File: src/rtl/slowCtrlPkg.sv
package slowCtrlPkg;
  localparam int ADDR_W  = 7;
  localparam int DATA_W  = 8;
  localparam int FRAME_W = 1 + ADDR_W + DATA_W;
  localparam int CNT_W   = $clog2(FRAME_W + 1);

  localparam int ADDR_THR     = 'h00;
  localparam int ADDR_WID     = 'h04;
  localparam int ADDR_CTL     = 'h05;
  localparam int ADDR_MASK    = 'h08;
  localparam int ADDR_THR_ADC = 'h10;
  localparam int ADDR_WID_ADC = 'h14;

  typedef struct packed {
    logic              wrEn;
    logic              rdLoad;
    logic              shiftOut;
    logic              clrOut;
    logic [ADDR_W-1:0] addr;
    logic [DATA_W-1:0] wdata;
  } ctrlStrobe_t;
endpackage

File: src/rtl/slowCtrlFsm.sv
module slowCtrlFsm
  import slowCtrlPkg::*;
(
  input  logic        clk,
  input  logic        rstN,
  input  logic        sck,
  input  logic        csN,
  input  logic        mosi,
  output ctrlStrobe_t stb
);
  logic [2:0]        sckSync;
  logic [1:0]        csSync;
  logic [1:0]        mosiSync;
  logic [CNT_W-1:0]  bitCnt;
  logic [DATA_W-2:0] inShift;
  logic              hdrRead;
  logic [ADDR_W-1:0] hdrAddr;

  always_ff @(posedge clk or negedge rstN) begin
    if (!rstN) begin
      sckSync  <= '0;
      csSync   <= '1;
      mosiSync <= '0;
    end else begin
      sckSync  <= {sckSync[1:0], sck};
      csSync   <= {csSync[0], csN};
      mosiSync <= {mosiSync[0], mosi};
    end
  end

  logic sckRise, sckFall, frameOn, bitIn;
  assign sckRise = sckSync[1] & ~sckSync[2];
  assign sckFall = ~sckSync[1] & sckSync[2];
  assign frameOn = ~csSync[1];
  assign bitIn   = mosiSync[1];

  logic hdrDone, dataDone;
  assign hdrDone  = frameOn && sckRise && (bitCnt == CNT_W'(ADDR_W));
  assign dataDone = frameOn && sckRise && (bitCnt == CNT_W'(FRAME_W - 1));

  logic [ADDR_W-1:0] liveAddr;
  assign liveAddr = {inShift[ADDR_W-2:0], bitIn};

  always_ff @(posedge clk or negedge rstN) begin
    if (!rstN) begin
      bitCnt  <= '0;
      inShift <= '0;
      hdrRead <= 1'b0;
      hdrAddr <= '0;
    end else if (!frameOn) begin
      bitCnt <= '0;
    end else if (sckRise && bitCnt < CNT_W'(FRAME_W)) begin
      bitCnt  <= bitCnt + 1'b1;
      inShift <= {inShift[DATA_W-3:0], bitIn};
      if (hdrDone) begin
        hdrRead <= inShift[ADDR_W-1];
        hdrAddr <= liveAddr;
      end
    end
  end

  always_comb begin
    stb          = '0;
    stb.clrOut   = ~frameOn;
    stb.addr     = hdrDone ? liveAddr : hdrAddr;
    stb.wdata    = {inShift, bitIn};
    stb.rdLoad   = hdrDone && inShift[ADDR_W-1];
    stb.wrEn     = dataDone && !hdrRead;
    stb.shiftOut = frameOn && sckFall && (bitCnt >= CNT_W'(ADDR_W + 2));
  end
endmodule

File: src/rtl/slowCtrlRegs.sv
module slowCtrlRegs
  import slowCtrlPkg::*;
#(
  parameter int                NUM_GROUPS   = 4,
  parameter int                NUM_CHANNELS = 64,
  parameter logic [DATA_W-1:0] THR_DEFAULT  = 8'h20,
  parameter logic [DATA_W-1:0] WID_DEFAULT  = 8'h40
) (
  input  logic                         clk,
  input  logic                         rstN,
  input  ctrlStrobe_t                  stb,
  input  logic [NUM_GROUPS*DATA_W-1:0] thrAdc,
  input  logic [DATA_W-1:0]            widthAdc,
  output logic [NUM_GROUPS*DATA_W-1:0] thrCode,
  output logic [DATA_W-1:0]            widthCode,
  output logic                         pulseEn,
  output logic                         pulseIntSel,
  output logic [NUM_CHANNELS-1:0]      chanMask,
  output logic                         miso
);
  localparam int MASK_BYTES = NUM_CHANNELS / DATA_W;

  logic [DATA_W-1:0] outShift;
  logic [DATA_W-1:0] rdByte;

  for (genvar g = 0; g < NUM_GROUPS; g++) begin : g_thr
    always_ff @(posedge clk or negedge rstN) begin
      if (!rstN)
        thrCode[g*DATA_W +: DATA_W] <= THR_DEFAULT;
      else if (stb.wrEn && stb.addr == ADDR_W'(ADDR_THR + g))
        thrCode[g*DATA_W +: DATA_W] <= stb.wdata;
    end
  end

  for (genvar k = 0; k < MASK_BYTES; k++) begin : g_mask
    always_ff @(posedge clk or negedge rstN) begin
      if (!rstN)
        chanMask[k*DATA_W +: DATA_W] <= '1;
      else if (stb.wrEn && stb.addr == ADDR_W'(ADDR_MASK + k))
        chanMask[k*DATA_W +: DATA_W] <= stb.wdata;
    end
  end

  always_ff @(posedge clk or negedge rstN) begin
    if (!rstN) begin
      widthCode   <= WID_DEFAULT;
      pulseEn     <= 1'b0;
      pulseIntSel <= 1'b0;
    end else if (stb.wrEn) begin
      if (stb.addr == ADDR_W'(ADDR_WID)) widthCode <= stb.wdata;
      if (stb.addr == ADDR_W'(ADDR_CTL)) begin
        pulseEn     <= stb.wdata[0];
        pulseIntSel <= stb.wdata[1];
      end
    end
  end

  always_comb begin
    rdByte = '0;
    for (int g = 0; g < NUM_GROUPS; g++) begin
      if (stb.addr == ADDR_W'(ADDR_THR + g))     rdByte = thrCode[g*DATA_W +: DATA_W];
      if (stb.addr == ADDR_W'(ADDR_THR_ADC + g)) rdByte = thrAdc[g*DATA_W +: DATA_W];
    end
    for (int k = 0; k < MASK_BYTES; k++)
      if (stb.addr == ADDR_W'(ADDR_MASK + k)) rdByte = chanMask[k*DATA_W +: DATA_W];
    if (stb.addr == ADDR_W'(ADDR_WID))     rdByte = widthCode;
    if (stb.addr == ADDR_W'(ADDR_CTL))     rdByte = {{(DATA_W-2){1'b0}}, pulseIntSel, pulseEn};
    if (stb.addr == ADDR_W'(ADDR_WID_ADC)) rdByte = widthAdc;
  end

  always_ff @(posedge clk or negedge rstN) begin
    if (!rstN)             outShift <= '0;
    else if (stb.clrOut)   outShift <= '0;
    else if (stb.rdLoad)   outShift <= rdByte;
    else if (stb.shiftOut) outShift <= {outShift[DATA_W-2:0], 1'b0};
  end

  assign miso = outShift[DATA_W-1];
endmodule

File: src/rtl/slowCtrlSpi.sv
module slowCtrlSpi
  import slowCtrlPkg::*;
#(
  parameter int                NUM_GROUPS   = 4,
  parameter int                NUM_CHANNELS = 64,
  parameter logic [DATA_W-1:0] THR_DEFAULT  = 8'h20,
  parameter logic [DATA_W-1:0] WID_DEFAULT  = 8'h40
) (
  input  logic                         clk,
  input  logic                         rstN,
  input  logic                         sck,
  input  logic                         csN,
  input  logic                         mosi,
  output logic                         miso,
  input  logic [NUM_GROUPS*DATA_W-1:0] thrAdc,
  input  logic [DATA_W-1:0]            widthAdc,
  output logic [NUM_GROUPS*DATA_W-1:0] thrCode,
  output logic [DATA_W-1:0]            widthCode,
  output logic                         pulseEn,
  output logic                         pulseIntSel,
  output logic [NUM_CHANNELS-1:0]      chanMask
);
  ctrlStrobe_t stb;

  slowCtrlFsm u_ctrl (
    .clk(clk), .rstN(rstN), .sck(sck), .csN(csN), .mosi(mosi), .stb(stb)
  );

  slowCtrlRegs #(
    .NUM_GROUPS(NUM_GROUPS), .NUM_CHANNELS(NUM_CHANNELS),
    .THR_DEFAULT(THR_DEFAULT), .WID_DEFAULT(WID_DEFAULT)
  ) u_regs (
    .clk(clk), .rstN(rstN), .stb(stb), .thrAdc(thrAdc), .widthAdc(widthAdc),
    .thrCode(thrCode), .widthCode(widthCode), .pulseEn(pulseEn),
    .pulseIntSel(pulseIntSel), .chanMask(chanMask), .miso(miso)
  );
endmodule

File: config.mk
export PLATFORM = sky130hd
export DESIGN_NAME = slowCtrlSpi
export DESIGN_NICKNAME = d
export VERILOG_FILES = /design/src/rtl/slowCtrlPkg.sv /design/src/rtl/slowCtrlFsm.sv /design/src/rtl/slowCtrlRegs.sv /design/src/rtl/slowCtrlSpi.sv
export SDC_FILE = /design/constraint.sdc
export NUM_CORES = 1
export LEC_CHECK = 0
export BUFFER_PORTS_ARGS = -buffer_cell sky130_fd_sc_hd__clkbuf_2
export CAP_MARGIN = 0
export CORE_AREA = 2 2 193 119
export CTS_BUF_LIST = sky130_fd_sc_hd__clkbuf_8
export DETAILED_ROUTE_END_ITERATION = 16
export DIE_AREA = 0 0 195 121
export GPL_ROUTABILITY_DRIVEN = 0
export GPL_TIMING_DRIVEN = 1
export SYNTH_ARGS = -nofsm -noshare
export SYNTH_HDL_FRONTEND = slang
export SYNTH_HIERARCHICAL = 1
export SYNTH_SLANG_ARGS = --single-unit
File: constraint.sdc
create_clock -name clk -period 6.05 [get_ports clk]
set_input_delay 0.9075 -clock clk [delete_from_list [all_inputs] [get_ports clk]]
set_output_delay 0.9075 -clock clk [all_outputs]
set_load 0.01 [all_outputs]
# Yosys cells after proc, flatten, opt, wreduce, memory -nomap -nowiden
# Index checks and enable logic that the tools add are counted.
# Widths: inputs -> output; s select.
[totals] regBits=141 latch_bits=0 ram_bits=0 rom_bits=0 in_bits=45 output_inout_bits=107 wordCells=104 n_memories=0
[op_classes] addsub=1 multipliers=0 n_div=0 order_cmp=2 n_eq_ne=20 shifts=0 muxes=25 bitwise=5 reduce_logical=28
[op_table] operator="$mux 8" n=22
[op_table] operator="$eq 7x4->1 const B" n=8
[op_table] operator="$eq 7x5->1 const B" n=5
[op_table] operator="$logic_and 1x1->1" n=20
[op_table] operator="$eq 7x2->1 const B" n=2
[op_table] operator="$eq 7x3->1 const B" n=2
[op_table] operator="$mux 5" n=2
[op_table] operator="$eq 7x1->1 const B" n=1
[op_table] operator="$logic_not 7->1" n=1
[op_table] operator="$mux 7" n=1
[op_table] operator="$reduce_and 2->1" n=3
[op_table] operator="$add 5x1->5 const B" n=1
[op_table] operator="$eq 5x3->1 const B" n=1
[op_table] operator="$eq 5x4->1 const B" n=1
[op_table] operator="$ge 5x4->1 const B" n=1
[op_table] operator="$lt 5x5->1 const B" n=1
[op_table] operator="$not 1->1" n=3
[op_table] operator="$reduce_and 3->1" n=1
[op_table] operator="$reduce_bool 3->1" n=1
[op_table] operator="$and 1x1->1" n=2
[op_table] operator="$reduce_bool 2->1" n=1
[op_table] operator="$logic_not 1->1" n=1

# Depth between registers and ports, before layout
# Gate-level depths: netlist (run 1).
[logic_depth] ltp_word=27 ltp_mapped=15 depth_no_buf=10

# Modules after synthesis
# The synthesis (run 1) kept the hierarchy.
[modules_own_cells] mod="slowCtrlRegs" instances=1 cells_each=574 area_per_inst_um2=6326.1
[modules_own_cells] mod="slowCtrlFsm" instances=1 cells_each=82 area_per_inst_um2=1238.7

# Worst setup path after synthesis (run 1)
# Ideal clock, no wire load.
[synth_path] path_kind="register to register" start="register u_ctrl.csSync[1]" end="register u_regs.outShift[3]" setup_time_ns=0.126 t_arrival_ns=3.238 required_ns=5.924 setup_slack_ns=2.686 path_stages_with_launch=14 path_buffers=4 synth_period_minus_slack_ns=3.364 path_cell_list="dfstp_2 buf_6 nor4b_4 and4b_1 buf_6 buf_12 mux2_4 buf_6 nor4b_4 and2_4 a22o_4 a311o_1 o221ai_1 a221o_1"
[synth_rtl] item="start, declared" line="slowCtrlFsm.sv:12" text="logic [1:0] csSync;"
[synth_rtl] item="start signal, assigned" line="slowCtrlFsm.sv:26" text="csSync <= {csSync[0], csN};"
[synth_rtl] item="end signal, assigned" line="slowCtrlRegs.sv:74" text="else if (stb.rdLoad) outShift <= rdByte;"
[synth_rtl] item="end signal, assigned" line="slowCtrlRegs.sv:75" text="else if (stb.shiftOut) outShift <= {outShift[DATA_W-2:0], 1'b0};"
[synth_rtl] item="end, declared" line="slowCtrlRegs.sv:23" text="logic [DATA_W-1:0] outShift;"

==> impl_metrics.ini, run 1 <==
[run_status]
outcome = complete, no violations

[clock_network]
post_cts_resized = 0
root_buffer = clkbuf_8
clkTransAtPathRegs_ns = 0.09
cts.sinks = 141
htree_levels = 4
cts_tree = done
numCtsBuffers = 17
cts_hold_buf = 0
clockBufferDepth = 2
cts_setup_buffers = 0
worstSkewPairLatency_ns = 0.47

[floorplanning]
core_mm2 = 0.0218
ios = 152
die-width_um = 195
start_util_pct = 34.8
dieArea_mm2 = 0.0236
rows = 42
die_height_um = 121

[timing]
fin_crit_ns = 4.64
tightest_slew_ns = 1.08
whs_ns = 0.349
drv_slew = 0
fin_skew_ns = 0.0141
fmax_mhz = 216
setup_viol = 0
maxSlewHeadroom_pct = 26.4
fin_setup_tns_ns = 0
rsz0062_at_grt = no
finalHoldViolCount = 0
period_share_pct = 76.6

[grt]
grtUsageTotal_pct = 23.8
grt_pass1_vias = 6157
overflow = 0
grt_max_degree = 93
antenna_found_initial = 1
grt_pass1_wl_um = 40800

[critical_path]
crit_path_start_kind = flop
critPathCaptureType = flop
crit_start = u_ctrl/csSync[1]$_DFF_PN1_
cp_max_fo = 37
path_class = reg -> reg
reg2reg_from = u_ctrl/csSync[1]$_DFF_PN1_
cp.arrival_ns = 4.98
r2r_cells = 10
crit_end = u_regs/outShift[7]$_DFFE_PN0P_
rrSetupSlack_ns = 1.41
reg2reg_to = u_regs/outShift[7]$_DFFE_PN0P_
worst-endpoint-required_ns = 6.40

[drt]
first_iter_violations = 735
drc = 0
num_vias = 6378
wl_per_cell_um = 25.4
ant_nets = 0
wl_um = 27600
drt-pass1-iter-count = 6
avgViaCountPerCell = 5.87

[finish]
num_antenna_cells = 0
post_route_cells_drive_above_1_share_pct = 52.3
stdcell_count = 1087
fillers = 2164
multiInputGateArea_mm2 = 0.00366
register_area_mm2 = 0.00362
area_growth_pct = 17.7
final_nets = 836

[pwr]
clock_power_share_pct = 38.9
internal_power_mw = 1.39
p_per_area_mw_per_mm2 = 222
p_sw_share_pct = 29.9
p_comb_share_pct = 7.7
p_seq_share_pct = 53.3
cellLeakagePower_nw = 3.97
p_switching_mw = 0.592
ir_drop_uv = 120

[yosys]
synth-warning-count = 6
ys_types = 77
synth.area.top_cells = dfstp_2 (25%), dfrtp_1 (23%), mux2_2 (19%)
synth.avg_cell_area_um2 = 11.5
syn-num-nets = 704
synth-seq-cells = 141
yosysTopAreaCell = dfstp_2
synth.top_cell.area_share_pct = 24.7
synth.cell_area_mm2 = 0.00756
synth_edf_count = 0
synth_cells = 656
synth-main-ff-cell = dfstp_2
synth_seq_area_share_pct = 47.8
synthArstFlopShare_pct = 100

[placed_design]
port_buffers = 151
place_inst = 1055
place_hpwl_um = 20100

[hold_path]
hold_start = u_ctrl/sckSync[0]$_DFF_PN0_
hold_path.class = reg -> reg

[job]
maxCapViolCount = 0
## kinds of logic after synthesis
family | after synthesis | synth area share, %
buffers and inverters | 60 | 3.90
AND/OR/NAND/NOR | 165 | 12.5
AO/OA/AOI/OAI | 136 | 12.3
adder cells (fa/ha/maj) | 3 | 0.496
flip-flops | 141 | 47.8
XOR/XNOR | 2 | 0.232
multiplexers | 149 | 22.7
## through the flow
step / util [%] / area, um^2 / power [mW] / setup WS, ns
after global placement: 39.1 / 8520 / 1.22 / 1.74
final: 40.9 / 8910 / 1.98 / 1.41
after global routing: 40.9 / 8910 / 2.06 / 1.18
after floorplan: - / 7560 / 1.08 / 2.69
after CTS: 40.9 / 8910 / 2.00 / 1.60
after detailed placement: 39.1 / 8520 / 1.22 / 1.64
## worst min-delay path by stage
stage	depth (start not counted)	endpoint
floorplan	0	u_ctrl/mosiSync[1]$_DFF_PN0_
global placement	0	u_ctrl/sckSync[1]$_DFF_PN0_
detailed placement	0	u_ctrl/sckSync[1]$_DFF_PN0_
CTS	0	u_ctrl/sckSync[1]$_DFF_PN0_
global route	0	u_ctrl/sckSync[1]$_DFF_PN0_
finish	0	u_ctrl/sckSync[1]$_DFF_PN0_
## sequential cells by signal, summed over array words and instances (netlist names), 2 cells and up
signal / flops
u_ctrl/bitCnt: 5
u_ctrl/mosiSync: 2
u_ctrl/csSync: 2
u_regs/outShift: 8
u_regs/thrCode: 32
u_ctrl/sckSync: 3
u_regs/widthCode: 8
u_ctrl/hdrAddr: 7
u_ctrl/inShift: 7
u_regs/chanMask: 64
## worst max-delay path: stages, from the launching register on
cell	delay [ns]
dfstp_2	0.50
nor4b_4	0.60
and4b_1	0.52
buf_4	0.29
mux2_4	0.49
nor3_2	0.88
nand2_1	0.46
o21ai_0	0.29
a211oi_1	0.18
a21oi_1	0.20
o21ai_1	0.09
## layer usage
metal / GRT usage, % / part of all wire [%]
met5: 0 / 0
met4: 6.11 / 1.3
met3: 9.01 / 12
met2: 30.2 / 38
met1: 36.6 / 48
## Yosys cell counts (4+ instances only)
cell type and count:
clkbuf_1 19, nor2_1 32, o22ai_1 4, a2111oi_0 4, inv_1 13, a211oi_1 11, nor3b_1 4, o21ai_1 5
mux2i_1 13, o211ai_1 8, nor2b_1 8, dfrtp_1 70, a21oi_1 26, a32oi_1 4, o21ai_0 25, nand4_1 6
a31oi_1 8, buf_2 19, nand3_1 20, a22oi_1 8, nand2b_1 5, nor3_1 4, dfstp_2 71, mux2_2 125
a221oi_1 5, mux2_4 9, nand2_1 49
## power by group through the flow
stage / registers, mW / logic (mW) / clock network, mW
after detailed placement: 1.07 / 0.152 / 0
after global routing: 1.06 / 0.162 / 0.833
after floorplan: 1.01 / 0.0715 / 0
after global placement: 1.07 / 0.150 / 0
after CTS: 1.06 / 0.152 / 0.789
final: 1.06 / 0.153 / 0.771
## cells in the final DEF, fill, tap and decap left out, types with 4 or more instances in the layout
cell	synthesis	routed
mux2_4	9	9
o211ai_1	8	8
nor2_1	32	32
dfstp_2	71	71
inv_1	13	13
nand2b_1	5	5
nand2_1	49	49
o22ai_1	4	4
o21ai_1	5	5
a31oi_1	8	8
clkbuf_8	0	18
clkinv_2	0	4
a221oi_1	5	5
mux2_2	125	125
nand3_1	20	20
nor3_1	4	4
dfrtp_1	70	70
a211oi_1	11	11
a21oi_1	26	26
mux2i_1	13	13
a32oi_1	4	4
o21ai_0	25	25
nor2b_1	8	8
buf_4	2	9
a22oi_1	8	8
clkbuf_2	0	150
nand4_1	6	6
## area by class of cell
class	count	share of cell area [%]
flip-flops and latches	141	40.6
multi-input cells	455	41.1
inverters	13	0.548
clock buffers	18	2.78
repair buffers	160	9.31
well taps	286	4.02
clock inverters	14	1.60
No activity file was read; power rests on OpenSTA's default activity.
==> run 2, diff against run 1 <==
==> constraint.sdc (replaced) <==
create_clock -name clk -period 4.05 [get_ports clk]
set_input_delay 0.6075 -clock clk [delete_from_list [all_inputs] [get_ports clk]]
set_output_delay 0.6075 -clock clk [all_outputs]
set_load 0.01 [all_outputs]
==> impl_metrics.ini, run 2 (same netlist as run 1, synthesis figures left out) <==
[critical_path]
crit_slowest_cell = a2111oi_1
cp_max_fo = 20
path_class = reg -> reg
cpMostUsedCell = buf_4
critPathCaptureType = flop
critical-path-top-delay-family = compound AO/OA/AOI/OAI gates
critPathMaxStageDelay_ns = 0.74
path_cells = nor4b_4, and4b_1, buf_4, mux2_4, buf_4, nor3b_2, and2_0, a32oi_1, nand2_1, a2111oi_1, a31oi_1
crit_path_start_kind = flop
critPathBufInv = 2
cp.arrival_ns = 4.04
worst-endpoint-required_ns = 4.37

[grt]
grt_max_degree = 92
overflow = 0
grt_pass1_wl_um = 40900
grtUsageTotal_pct = 23.9
grt_pass1_vias = 6178
antenna_found_initial = 1

[finish]
area_growth_pct = 20.4
final_common_cell = clkbuf_2
multiInputGateArea_mm2 = 0.00366
largest_reg_flops = 64
num_antenna_cells = 0
fillers = 2132
register_area_mm2 = 0.00362
final_cell_mix = clkbuf_2 (150), mux2_2 (125), dfstp_2 (71), dfrtp_1 (70), nand2_1 (49)
post_route_cells_drive_above_1_share_pct = 53.2
reg_top3 = u_regs/chanMask x64, u_regs/thrCode x32
final_nets = 857
fin_util_pct = 41.9
final_area_mm2 = 0.00911
largest-register = u_regs/chanMask

[placed_design]
placed_area_mm2 = 0.00869
place_hpwl_um = 20700
port_buffers = 151

[floorplanning]
rows = 42
start_util_pct = 34.8
ios = 152
core_mm2 = 0.0218
dieArea_mm2 = 0.0236
die-width_um = 195
die_height_um = 121

[drt]
drc = 0
avgViaCountPerCell = 5.81
first_iter_violations = 831
ant_nets = 0
wl_um = 27600
num_vias = 6443
drt-pass1-iter-count = 5
wl_per_cell_um = 24.9

[timing]
fin_crit_ns = 3.72
drv_slew = 0
rsz0062_at_grt = no
setup_viol = 0
fmax_mhz = 269
maxSlewHeadroom_pct = 39.0
finalHoldViolCount = 0
fin_skew_ns = 0.0155
period_share_pct = 91.8
tightest_slew_ns = 0.913
fin_setup_tns_ns = 0

[clock_network]
cts.sinks = 141
clockBufferDepth = 2
root_buffer = clkbuf_8
numCtsBuffers = 17
clkTransAtPathRegs_ns = 0.08
cts_setup_buffers = 0
htree_levels = 4
cts_tree = done
worstSkewPairLatency_ns = 0.47

[pwr]
p_per_area_mw_per_mm2 = 335
cellLeakagePower_nw = 4.09
ir_drop_uv = 214

[run_status]
outcome = complete, no violations

[hold_path]
hold_path.class = in -> async

[job]
maxCapViolCount = 0
## run 2: changes by cell type in the layout (fill, tap and decap cells not counted), sizes merged
cell      previous run  this run
clkbuf             168       167
bufinv               2         4
clkinv               7         4
inv                 16        17
buf                 10        31
clkinvlp             2         3
## run 2: layout make-up
type                       count  area share (%)
multi-input combinational    455            40.2
sequential                   141            39.7
timing repair buffer         181            11.0
tap                          286            3.93
clock buffer                  17            2.57
clock inverter                15            2.02
inverter                      13           0.536
## run 2: stage by stage
stage	setup WS (ns)	hold WS, ns	cells	total power, mW
2_1_floorplan	0.686	0.312	656	1.62
3_3_place_gp	0.469	0.337	1076	1.84
3_5_place_dp	0.443	0.335	1076	1.85
4_1_cts	0.413	0.211	1108	3.08
5_1_grt	0.149	0.206	1108	3.16
6_report	0.331	0.189	1108	3.05
## run 2: worst paths after layout
| check | slack, ns | cells after the start | end | start |
|---|---|---|---|---|
| worst max register to register | 0.33 | 11 | u_regs/outShift[0]$_DFFE_PN0P_ | u_ctrl/bitCnt[4]$_DFFE_PN0P_ |
| min in group clk | 0.23 | 1 | u_ctrl/csSync[0]$_DFF_PN1_ | csN |
| max in group asynchronous | 3.04 | 2 | u_regs/chanMask[16]$_DFFE_PN1P_ | rstN |
| worst min-delay path | 0.19 | 1 | u_regs/thrCode[22]$_DFFE_PN0P_ | rstN |
| worst min register to register | 0.35 | 0 | u_ctrl/mosiSync[1]$_DFF_PN0_ | u_ctrl/mosiSync[0]$_DFF_PN0_ |
| worst max-delay path | 0.33 | 11 | u_regs/outShift[0]$_DFFE_PN0P_ | u_ctrl/bitCnt[4]$_DFFE_PN0P_ |
## run 2: layer usage
layer | track usage (%) | part of all wire [%] | up-vias
li1 | - | - | 2751
met3 | 8.50 | 12 | 34
met1 | 37.1 | 49 | 3261
met2 | 30.4 | 38 | 397
met5 | 0 | 0 | -
met4 | 5.92 | 1.4 | 0
## run 2: what timing repair did
item	4_1_cts	5_1_grt
resized for setup	0	1
hold buffers	0	0
endpoints found under the hold margin	0	0
endpoints found under the setup margin	0	1
## run 2: report_power, final
| part | switching, mW | internal, mW |
|---|---|---|
| Combinational | 0.234 | 0.0860 |
| Clock | 0.566 | 0.661 |
| Sequential | 0.0592 | 1.44 |
| Total | 0.860 | 2.19 |
